$ cat config.mk
export PLATFORM = sky130hd
export DESIGN_NAME = irq_entry_seq
export DESIGN_NICKNAME = d
export VERILOG_FILES = /design/src/rtl/irq_entry_pkg.sv /design/src/rtl/irq_prio_enc.sv /design/src/rtl/irq_push_mux.sv /design/src/rtl/irq_entry_seq.sv
export SDC_FILE = /design/constraint.sdc
export NUM_CORES = 1
export LEC_CHECK = 0
export BUFFER_PORTS_ARGS = -buffer_cell sky130_fd_sc_hd__buf_2
export CAP_MARGIN = 10
export CORE_ASPECT_RATIO = 0.5
export CORE_MARGIN = 8
export CORE_UTILIZATION = 30
export CTS_CLUSTER_DIAMETER = 60
export DETAILED_ROUTE_END_ITERATION = 6
export PLACE_DENSITY_LB_ADDON = 0.3
export SLEW_MARGIN = 20
export SYNTH_ARGS = -nofsm -noshare
export SYNTH_HDL_FRONTEND = slang
export SYNTH_SLANG_ARGS = --single-unit
$ cat constraint.sdc
create_clock -name clk -period 2.55 [get_ports clk]
set_clock_uncertainty 0.05 [all_clocks]
set_input_delay 0.1275 -clock clk [delete_from_list [all_inputs] [get_ports clk]]
set_output_delay 0.1275 -clock clk [all_outputs]
set_load 0.1 [all_outputs]
$ cat src/rtl/irq_entry_pkg.sv
package irq_entry_pkg;
    localparam int ADDR_W    = 16;
    localparam int BYTE_W    = 8;
    localparam int CODE_W    = 3;
    localparam int X_BIT     = 6;
    localparam int I_BIT     = 4;
    localparam int PUSH_LEN  = 9;
    localparam int STEP_W    = $clog2(PUSH_LEN);
    localparam logic [CODE_W-1:0] XIRQ_CODE = CODE_W'(7);

    typedef struct packed {
        logic [ADDR_W-1:0] pc;
        logic [ADDR_W-1:0] iy;
        logic [ADDR_W-1:0] ix;
        logic [BYTE_W-1:0] acca;
        logic [BYTE_W-1:0] accb;
        logic [BYTE_W-1:0] ccr;
    } regsnap_t;
endpackage

$ cat src/rtl/irq_prio_enc.sv
module irq_prio_enc
    import irq_entry_pkg::*;
#(
    parameter int NUM_SRC = 4
) (
    input  logic [NUM_SRC-1:0] req,
    output logic               valid,
    output logic [CODE_W-1:0]  idx
);
    always_comb begin
        valid = 1'b0;
        idx   = '0;
        for (int k = NUM_SRC - 1; k >= 0; k--) begin
            if (req[k]) begin
                valid = 1'b1;
                idx   = CODE_W'(k);
            end
        end
    end
endmodule

$ cat src/rtl/irq_push_mux.sv
module irq_push_mux
    import irq_entry_pkg::*;
(
    input  regsnap_t            snap,
    input  logic [STEP_W-1:0]   step,
    output logic [BYTE_W-1:0]   byte_out
);
    always_comb begin
        unique case (step)
            STEP_W'(0): byte_out = snap.pc[7:0];
            STEP_W'(1): byte_out = snap.pc[15:8];
            STEP_W'(2): byte_out = snap.iy[7:0];
            STEP_W'(3): byte_out = snap.iy[15:8];
            STEP_W'(4): byte_out = snap.ix[7:0];
            STEP_W'(5): byte_out = snap.ix[15:8];
            STEP_W'(6): byte_out = snap.acca;
            STEP_W'(7): byte_out = snap.accb;
            default:    byte_out = snap.ccr;
        endcase
    end
endmodule

$ cat src/rtl/irq_entry_seq.sv
module irq_entry_seq
    import irq_entry_pkg::*;
#(
    parameter int                NUM_SRC  = 4,
    parameter logic [ADDR_W-1:0] SP_RESET = 16'h01FF
) (
    input  logic                clk,
    input  logic                rst_n,
    input  logic                xirq_req,
    input  logic [NUM_SRC-1:0]  irq_req,
    input  logic [ADDR_W-1:0]   pc_in,
    input  logic [ADDR_W-1:0]   ix_in,
    input  logic [ADDR_W-1:0]   iy_in,
    input  logic [BYTE_W-1:0]   acca_in,
    input  logic [BYTE_W-1:0]   accb_in,
    input  logic                ccr_wr_en,
    input  logic [BYTE_W-1:0]   ccr_wr_data,
    input  logic                sp_load,
    input  logic [ADDR_W-1:0]   sp_load_val,
    output logic                mem_we,
    output logic [ADDR_W-1:0]   mem_addr,
    output logic [BYTE_W-1:0]   mem_wdata,
    output logic [ADDR_W-1:0]   sp_out,
    output logic                x_mask,
    output logic                i_mask,
    output logic                busy,
    output logic                done,
    output logic [CODE_W-1:0]   src_code
);
    localparam logic [STEP_W-1:0] LAST_STEP = STEP_W'(PUSH_LEN - 1);

    typedef struct packed {
        logic                busy;
        logic [STEP_W-1:0]   step;
        logic [ADDR_W-1:0]   sp;
        logic [BYTE_W-1:0]   ccr;
        logic                done;
        logic [CODE_W-1:0]   src;
        regsnap_t            snap;
    } state_t;

    state_t s_q, s_d;

    logic              m_valid;
    logic [CODE_W-1:0] m_idx;
    logic              take_x, take_i, accept;
    logic [BYTE_W-1:0] ccr_wr_masked;

    irq_prio_enc #(.NUM_SRC(NUM_SRC)) prio_i (
        .req   (irq_req),
        .valid (m_valid),
        .idx   (m_idx)
    );

    irq_push_mux mux_i (
        .snap     (s_q.snap),
        .step     (s_q.step),
        .byte_out (mem_wdata)
    );

    assign take_x = xirq_req & ~s_q.ccr[X_BIT];
    assign take_i = m_valid  & ~s_q.ccr[I_BIT];
    assign accept = ~s_q.busy & (take_x | take_i);

    always_comb begin
        ccr_wr_masked        = ccr_wr_data;
        ccr_wr_masked[X_BIT] = ccr_wr_data[X_BIT] & s_q.ccr[X_BIT];
    end

    always_comb begin
        s_d      = s_q;
        s_d.done = 1'b0;
        if (s_q.busy) begin
            s_d.sp = s_q.sp - ADDR_W'(1);
            if (s_q.step == LAST_STEP) begin
                s_d.busy       = 1'b0;
                s_d.done       = 1'b1;
                s_d.ccr[I_BIT] = 1'b1;
                if (s_q.src == XIRQ_CODE) begin
                    s_d.ccr[X_BIT] = 1'b1;
                end
            end else begin
                s_d.step = s_q.step + STEP_W'(1);
            end
        end else if (accept) begin
            s_d.busy      = 1'b1;
            s_d.step      = '0;
            s_d.src       = take_x ? XIRQ_CODE : m_idx;
            s_d.snap.pc   = pc_in;
            s_d.snap.iy   = iy_in;
            s_d.snap.ix   = ix_in;
            s_d.snap.acca = acca_in;
            s_d.snap.accb = accb_in;
            s_d.snap.ccr  = s_q.ccr;
        end else begin
            if (ccr_wr_en) s_d.ccr = ccr_wr_masked;
            if (sp_load)   s_d.sp  = sp_load_val;
        end
    end

    always_ff @(posedge clk) begin
        if (!rst_n) begin
            s_q            <= '0;
            s_q.sp         <= SP_RESET;
            s_q.ccr[X_BIT] <= 1'b1;
            s_q.ccr[I_BIT] <= 1'b1;
        end else begin
            s_q <= s_d;
        end
    end

    assign mem_we   = s_q.busy;
    assign mem_addr = s_q.sp;
    assign sp_out   = s_q.sp;
    assign x_mask   = s_q.ccr[X_BIT];
    assign i_mask   = s_q.ccr[I_BIT];
    assign busy     = s_q.busy;
    assign done     = s_q.done;
    assign src_code = s_q.src;


    x_only_hw_sets_chk: assert property (@(posedge clk) disable iff (!rst_n)
        $rose(x_mask) |-> (done && src_code == XIRQ_CODE));


    sp_walks_down_chk: assert property (@(posedge clk) disable iff (!rst_n)
        (busy && $past(busy)) |-> (mem_addr == $past(mem_addr) - ADDR_W'(1)));


    done_after_push_chk: assert property (@(posedge clk) disable iff (!rst_n)
        $fell(busy) |-> done);


    i_set_on_entry_chk: assert property (@(posedge clk) disable iff (!rst_n)
        done |-> i_mask);


    src_held_chk: assert property (@(posedge clk) disable iff (!rst_n)
        (busy && $past(busy)) |-> $stable(src_code));
endmodule

**Word-level counts from Yosys, hierarchy flattened**

Cells that the tools add are included.

- Flip-flop bits (word level): 105
- Input port bits: 97
- Output and inout bits: 48

- Add/subtract/negate cells: 2
- Equal/unequal tests: 13
- Multiplexer cells: 23
- Bitwise gates (word level): 9
- Reduce and logical (&&, ||, !) cells: 11

Operators by type and width:

| cell | count |
|---|---|
| case mux 8 bit (8 select lines) | 1 |
| two-way mux 24 bit | 1 |
| two-way mux 21 bit | 1 |
| == test 4 x 3 -> 1 bit (second input constant) | 4 |
| two-way mux 16 bit | 1 |
| subtractor 16 x 1 -> 16 bit (second input constant) | 1 |
| two-way mux 1 bit | 11 |
| == test 4 x 2 -> 1 bit (second input constant) | 2 |
| two-way mux 2 bit | 4 |
| two-way mux 8 bit | 1 |
| AND reduction 2 bit | 4 |
| AND reduction 3 bit | 2 |
| nonzero test 2 bit | 3 |
| two-way mux 5 bit | 1 |
| adder 4 x 1 -> 4 bit (second input constant) | 1 |
| bitwise AND 1 bit | 4 |
| == test 4 x 1 -> 1 bit (second input constant) | 1 |
| == test 4 bit (second input constant) | 1 |
| logical NOT 4 bit | 1 |
| two-way mux 4 bit | 1 |
| != test 2 x 1 -> 1 bit (second input constant) | 2 |
| != test 2 bit (second input constant) | 2 |
| inverter 1 bit | 4 |
| AND reduction 4 bit | 1 |
| 3 further kinds | 3 |

**Depth between registers and ports, before layout**

- Word-level depth: 9
- Gate-level depth with buffers: 8
- Depth with buffers taken out: 7

**By module**

Synthesis repeated with hierarchy kept, for this count alone.

- Cell total of the unflattened synthesis: 632
- Area total of the unflattened synthesis: 5091.1 um^2

By module, submodules not included:

| module | instances | cells an instance | area an instance (um^2) | seq. area each (um^2) |
|---|---|---|---|---|
| irq_entry_seq | 1 | 538 | 4385.5 | 2102.0 |
| irq_push_mux | 1 | 85 | 659.4 | 0.0 |
| irq_prio_enc | 1 | 9 | 46.3 | 0.0 |

**Least setup slack after synthesis**

No wires, ideal clock.

- Path kind: reg-to-output
- Start: register s_q[100] in the netlist's numbering
- End: output port mem_wdata[3]
- Arrival: 3495 ps
- Data required time: 2372 ps
- Slack: -1122 ps
- Stages on the path, launching flop included: 9
- Path through: dfxtp_1 > inv_1 > ha_1 > clkbuf_1 > clkbuf_1 > a22oi_1 > a21oi_1 > a21oi_1 > o21ai_0

- Cells in the longest elaborated chain, start to end: 2
- Elaborated cells between the ends (all ways): 9
- Classes of those cells: eq/ne: 7; mux: 1; reduce/logical: 1

RTL lines:

| item | RTL line | source |
|---|---|---|
| from (decl) | irq_entry_seq.sv:42 | `state_t s_q, s_d;` |
| == test 4 x 3 -> 1 bit, or another cell as far along | irq_push_mux.sv:9 | `unique case (step)` |
| case mux 8 bit (8 select lines) * | irq_push_mux.sv:9 |  |
| to (decl) | irq_entry_seq.sv:22 | `output logic [BYTE_W-1:0] mem_wdata,` |

Every way passes the cells marked *; elsewhere a longest branch is shown, timed or not.

**Worst setup path in the final report**

- Start: register s_q[100] in the netlist's numbering
- End: output port mem_wdata[6]

Same word-level chain as after synthesis.

==> results.txt <==
Status: finished with violations
Failing checks: hold timing
CTS Buf Count: 9
Iter 0 DRT Violations: 246
Most frequent cells in the layout: nand2_1, buf_2, dfxtp_1, a21oi_1, dlygate4sd3_1
CTS Buffer Depth: 2
Nets: 891
Post-synthesis xor/xnor area fraction: 0.706%
Area Overhead vs Synth: 35.4%
Largest net degree at the start of global routing: 77
Main synth FF type: dfxtp_1
Total track usage: 14.8%
Worst slew pin tran: 0.860 ns
Drt wl/cell: 15.5 um
Final ANT Viol Nets: 0
P_leak: 2.58 nW
Total grt overflow: 0
FFs w/ async S/R, synth: 0%
Routed vias/inst: 4.79
Synth warnings: 0
DRC: 0
Row count: 33
Initial antenna violation count: 0
Clk pwr share: 29.6%
Cell count after synthesis: 633
Dpl ws: 0.374 ns
Commonest non-fill, non-tap cell in the layout: nand2_1
PortBufs: 144
Synth Area in Adders: 1.26%
Top cells by area, synth: dfxtp_1, nand2_1, a21oi_1
Vias in the first global route: 4,851
Post-DP HPWL: 11.3 mm
Min-delay worst type: in -> reg
Drt pass-1 iters: 5
N_diodes: 0
Syn avg cell area: 7.84 um^2
Clock-pin slew on the worst setup and hold paths: 0.07 ns
Fin util: 41.3%
PwrDens: 678 nW/um^2
Mux contribution to synthesized area: 0.908%
Clock Latency Late Sink: 0.35 ns
Setup_tns: 0 ns
Setup WS post-layout: 0.127 ns
Sequential cell area fraction in the yosys report: 42.4%
Finished Layout Cells: 1,021
Psw: 1.68 mW
Relative slew slack: 42.6%
CTS root buffer: clkbuf_16
Yosys cell types: 47
Final Critical Period: 2.42 ns
Type of origin of the critical path: flop
Max_cap viols: 0
Io pins: 145
CTS H-tree depth: 3
Die Ht: 107 um
Compound-gate portion of the synthesized area: 22.7%
Die area: 21,200 um^2
Fin. max-slew vios: 0
CP required: 2.37 ns
Gpl congestion: 0.833
P_int: 2.87 mW
Post-CTS Repair Setup Buffers: 0
Switching Share: 37.0%
Worst IR drop on VDD: 0.362 mV
CTS tree: yes
RSZ-0062 raised after global routing: false
Initial Util: 30.5%
Layout cells sized above 1: 23.7%
Fmax achieved: 413 MHz
Core footprint: 16,300 um^2
First-pass GRT wire length: 25.4 mm
# clock sinks: 105
Die Wd: 198 um
Crit Path Category: reg -> out
Via Count: 4,891
Final Setup Violations: 0
Hold slack: -0.00136 ns
Post-Syn Area: 4960 um^2
Largest area contributor in the netlist: dfxtp_1
Number of flops mapped to enable cells by yosys: 0
Critical Path AT: 2.25 ns
Largest family of logic cells by synthesized area: compound AO/OA/AOI/OAI gates
FF+latch count, synth: 105
Final period utilization: 95.0%
DP Cell Count: 933
Synth Area in Simple Gates: 21.0%
Combinational group share of total power: 29.2%
Final hold violation count: 1
Final WL: 15.8 mm
Yosys top cell area share: 42.4%
CP max FO: 15
Crit path capture type: output port
Flop pwr share: 41.2%
Syn Nets: 735
==> cell type report <==
class / count / area, um^2
inverters: 8 / 30.0
clock buffers: 11 / 253
fillers: 1703 / 9550
well taps: 227 / 284
repair buffers: 225 / 1670
multi-input cells: 440 / 2340
clock inverters: 5 / 37.5
flip-flops and latches: 105 / 2100
==> path summary, 6_finish.rpt <==
kind | start | endpoint | slack [ns] | depth (start not counted)
hold reg to reg | s_q[78]$_SDFFE_PN0P_ | s_q[2]$_SDFFE_PN0P_ | 0.40 | 2
setup / recovery | s_q[100]$_SDFFE_PN0P_ | mem_wdata[6] | 0.13 | 6
setup reg to reg | s_q[100]$_SDFFE_PN0P_ | s_q[101]$_SDFFE_PN0P_ | 0.56 | 7
hold / removal | pc_in[3] | s_q[59]$_SDFFE_PN0P_ | -0.001 | 3
==> layer usage <==
| metal | wire [um] | part of all wire [%] | global-route usage, % |
|---|---|---|---|
| met3 | 731 | 4.6 | 3.59 |
| met1 | 7280 | 46 | 18.9 |
| met4 | 132 | 0.84 | 2.65 |
| met2 | 7630 | 48 | 25.4 |
| met5 | 0 | 0 | 0 |
==> state kept, by name, summed over array words and instances (netlist names) <==
| signal | count |
|---|---|
| s_q | 82 |
| mem_addr | 16 |
| src_code | 3 |
| busy | 1 |
| done | 1 |
| i_mask | 1 |
| x_mask | 1 |
==> power by group through the flow <==
stage	Clock, mW	Sequential, mW	Combinational (mW)
floorplan	0	1.90	1.02
global placement	0	1.91	1.24
detailed placement	0	1.91	1.25
CTS	1.39	1.87	1.34
global route	1.46	1.89	1.42
finish	1.35	1.87	1.33
==> synthesized netlist by cell type, drive strengths merged, types with 4 or more instances <==
cell / n
o22ai: 6
nand2: 177
a221oi: 7
a21oi: 103
o21ai: 14
a221o: 5
nor2: 19
nand3: 13
buf: 61
nand3b: 4
mux2: 4
nor3: 11
clkbuf: 19
dfxtp: 105
ha: 5
nor4: 7
a22oi: 24
a211oi: 5
inv: 7
==> what timing repair did <==
| action | CTS | global route |
|---|---|---|
| gates cloned | 0 | 0 |
| endpoints found under the setup margin | 1 | 7 |
| hold endpoints to repair | 71 | 1 |
| resized for setup | 2 | 2 |
| hold buffers | 71 | 1 |
==> metrics by stage <==
stage	cell area [um^2]	power (mW)
floorplan	4970	2.92
global route	6720	4.77
global placement	5700	3.15
detailed placement	5700	3.16
finish	6720	4.55
CTS	6700	4.60
==> kinds of logic after synthesis <==
family                   count (synthesis)
multiplexers                             4
adder cells (fa/ha/maj)                  5
AO/OA/AOI/OAI                          183
flip-flops                             105
buffers and inverters                   88
XOR/XNOR                                 4
AND/OR/NAND/NOR                        244
==> critical path, stage by stage, from the launching register on <==
cell and delay (ns):
dfxtp_1 0.44, inv_1 0.11, ha_2 0.30, o41ai_2 0.39
buf_4 0.21, a221o_1 0.24, buf_12 0.20
Power figures use the tool's default switching activity.
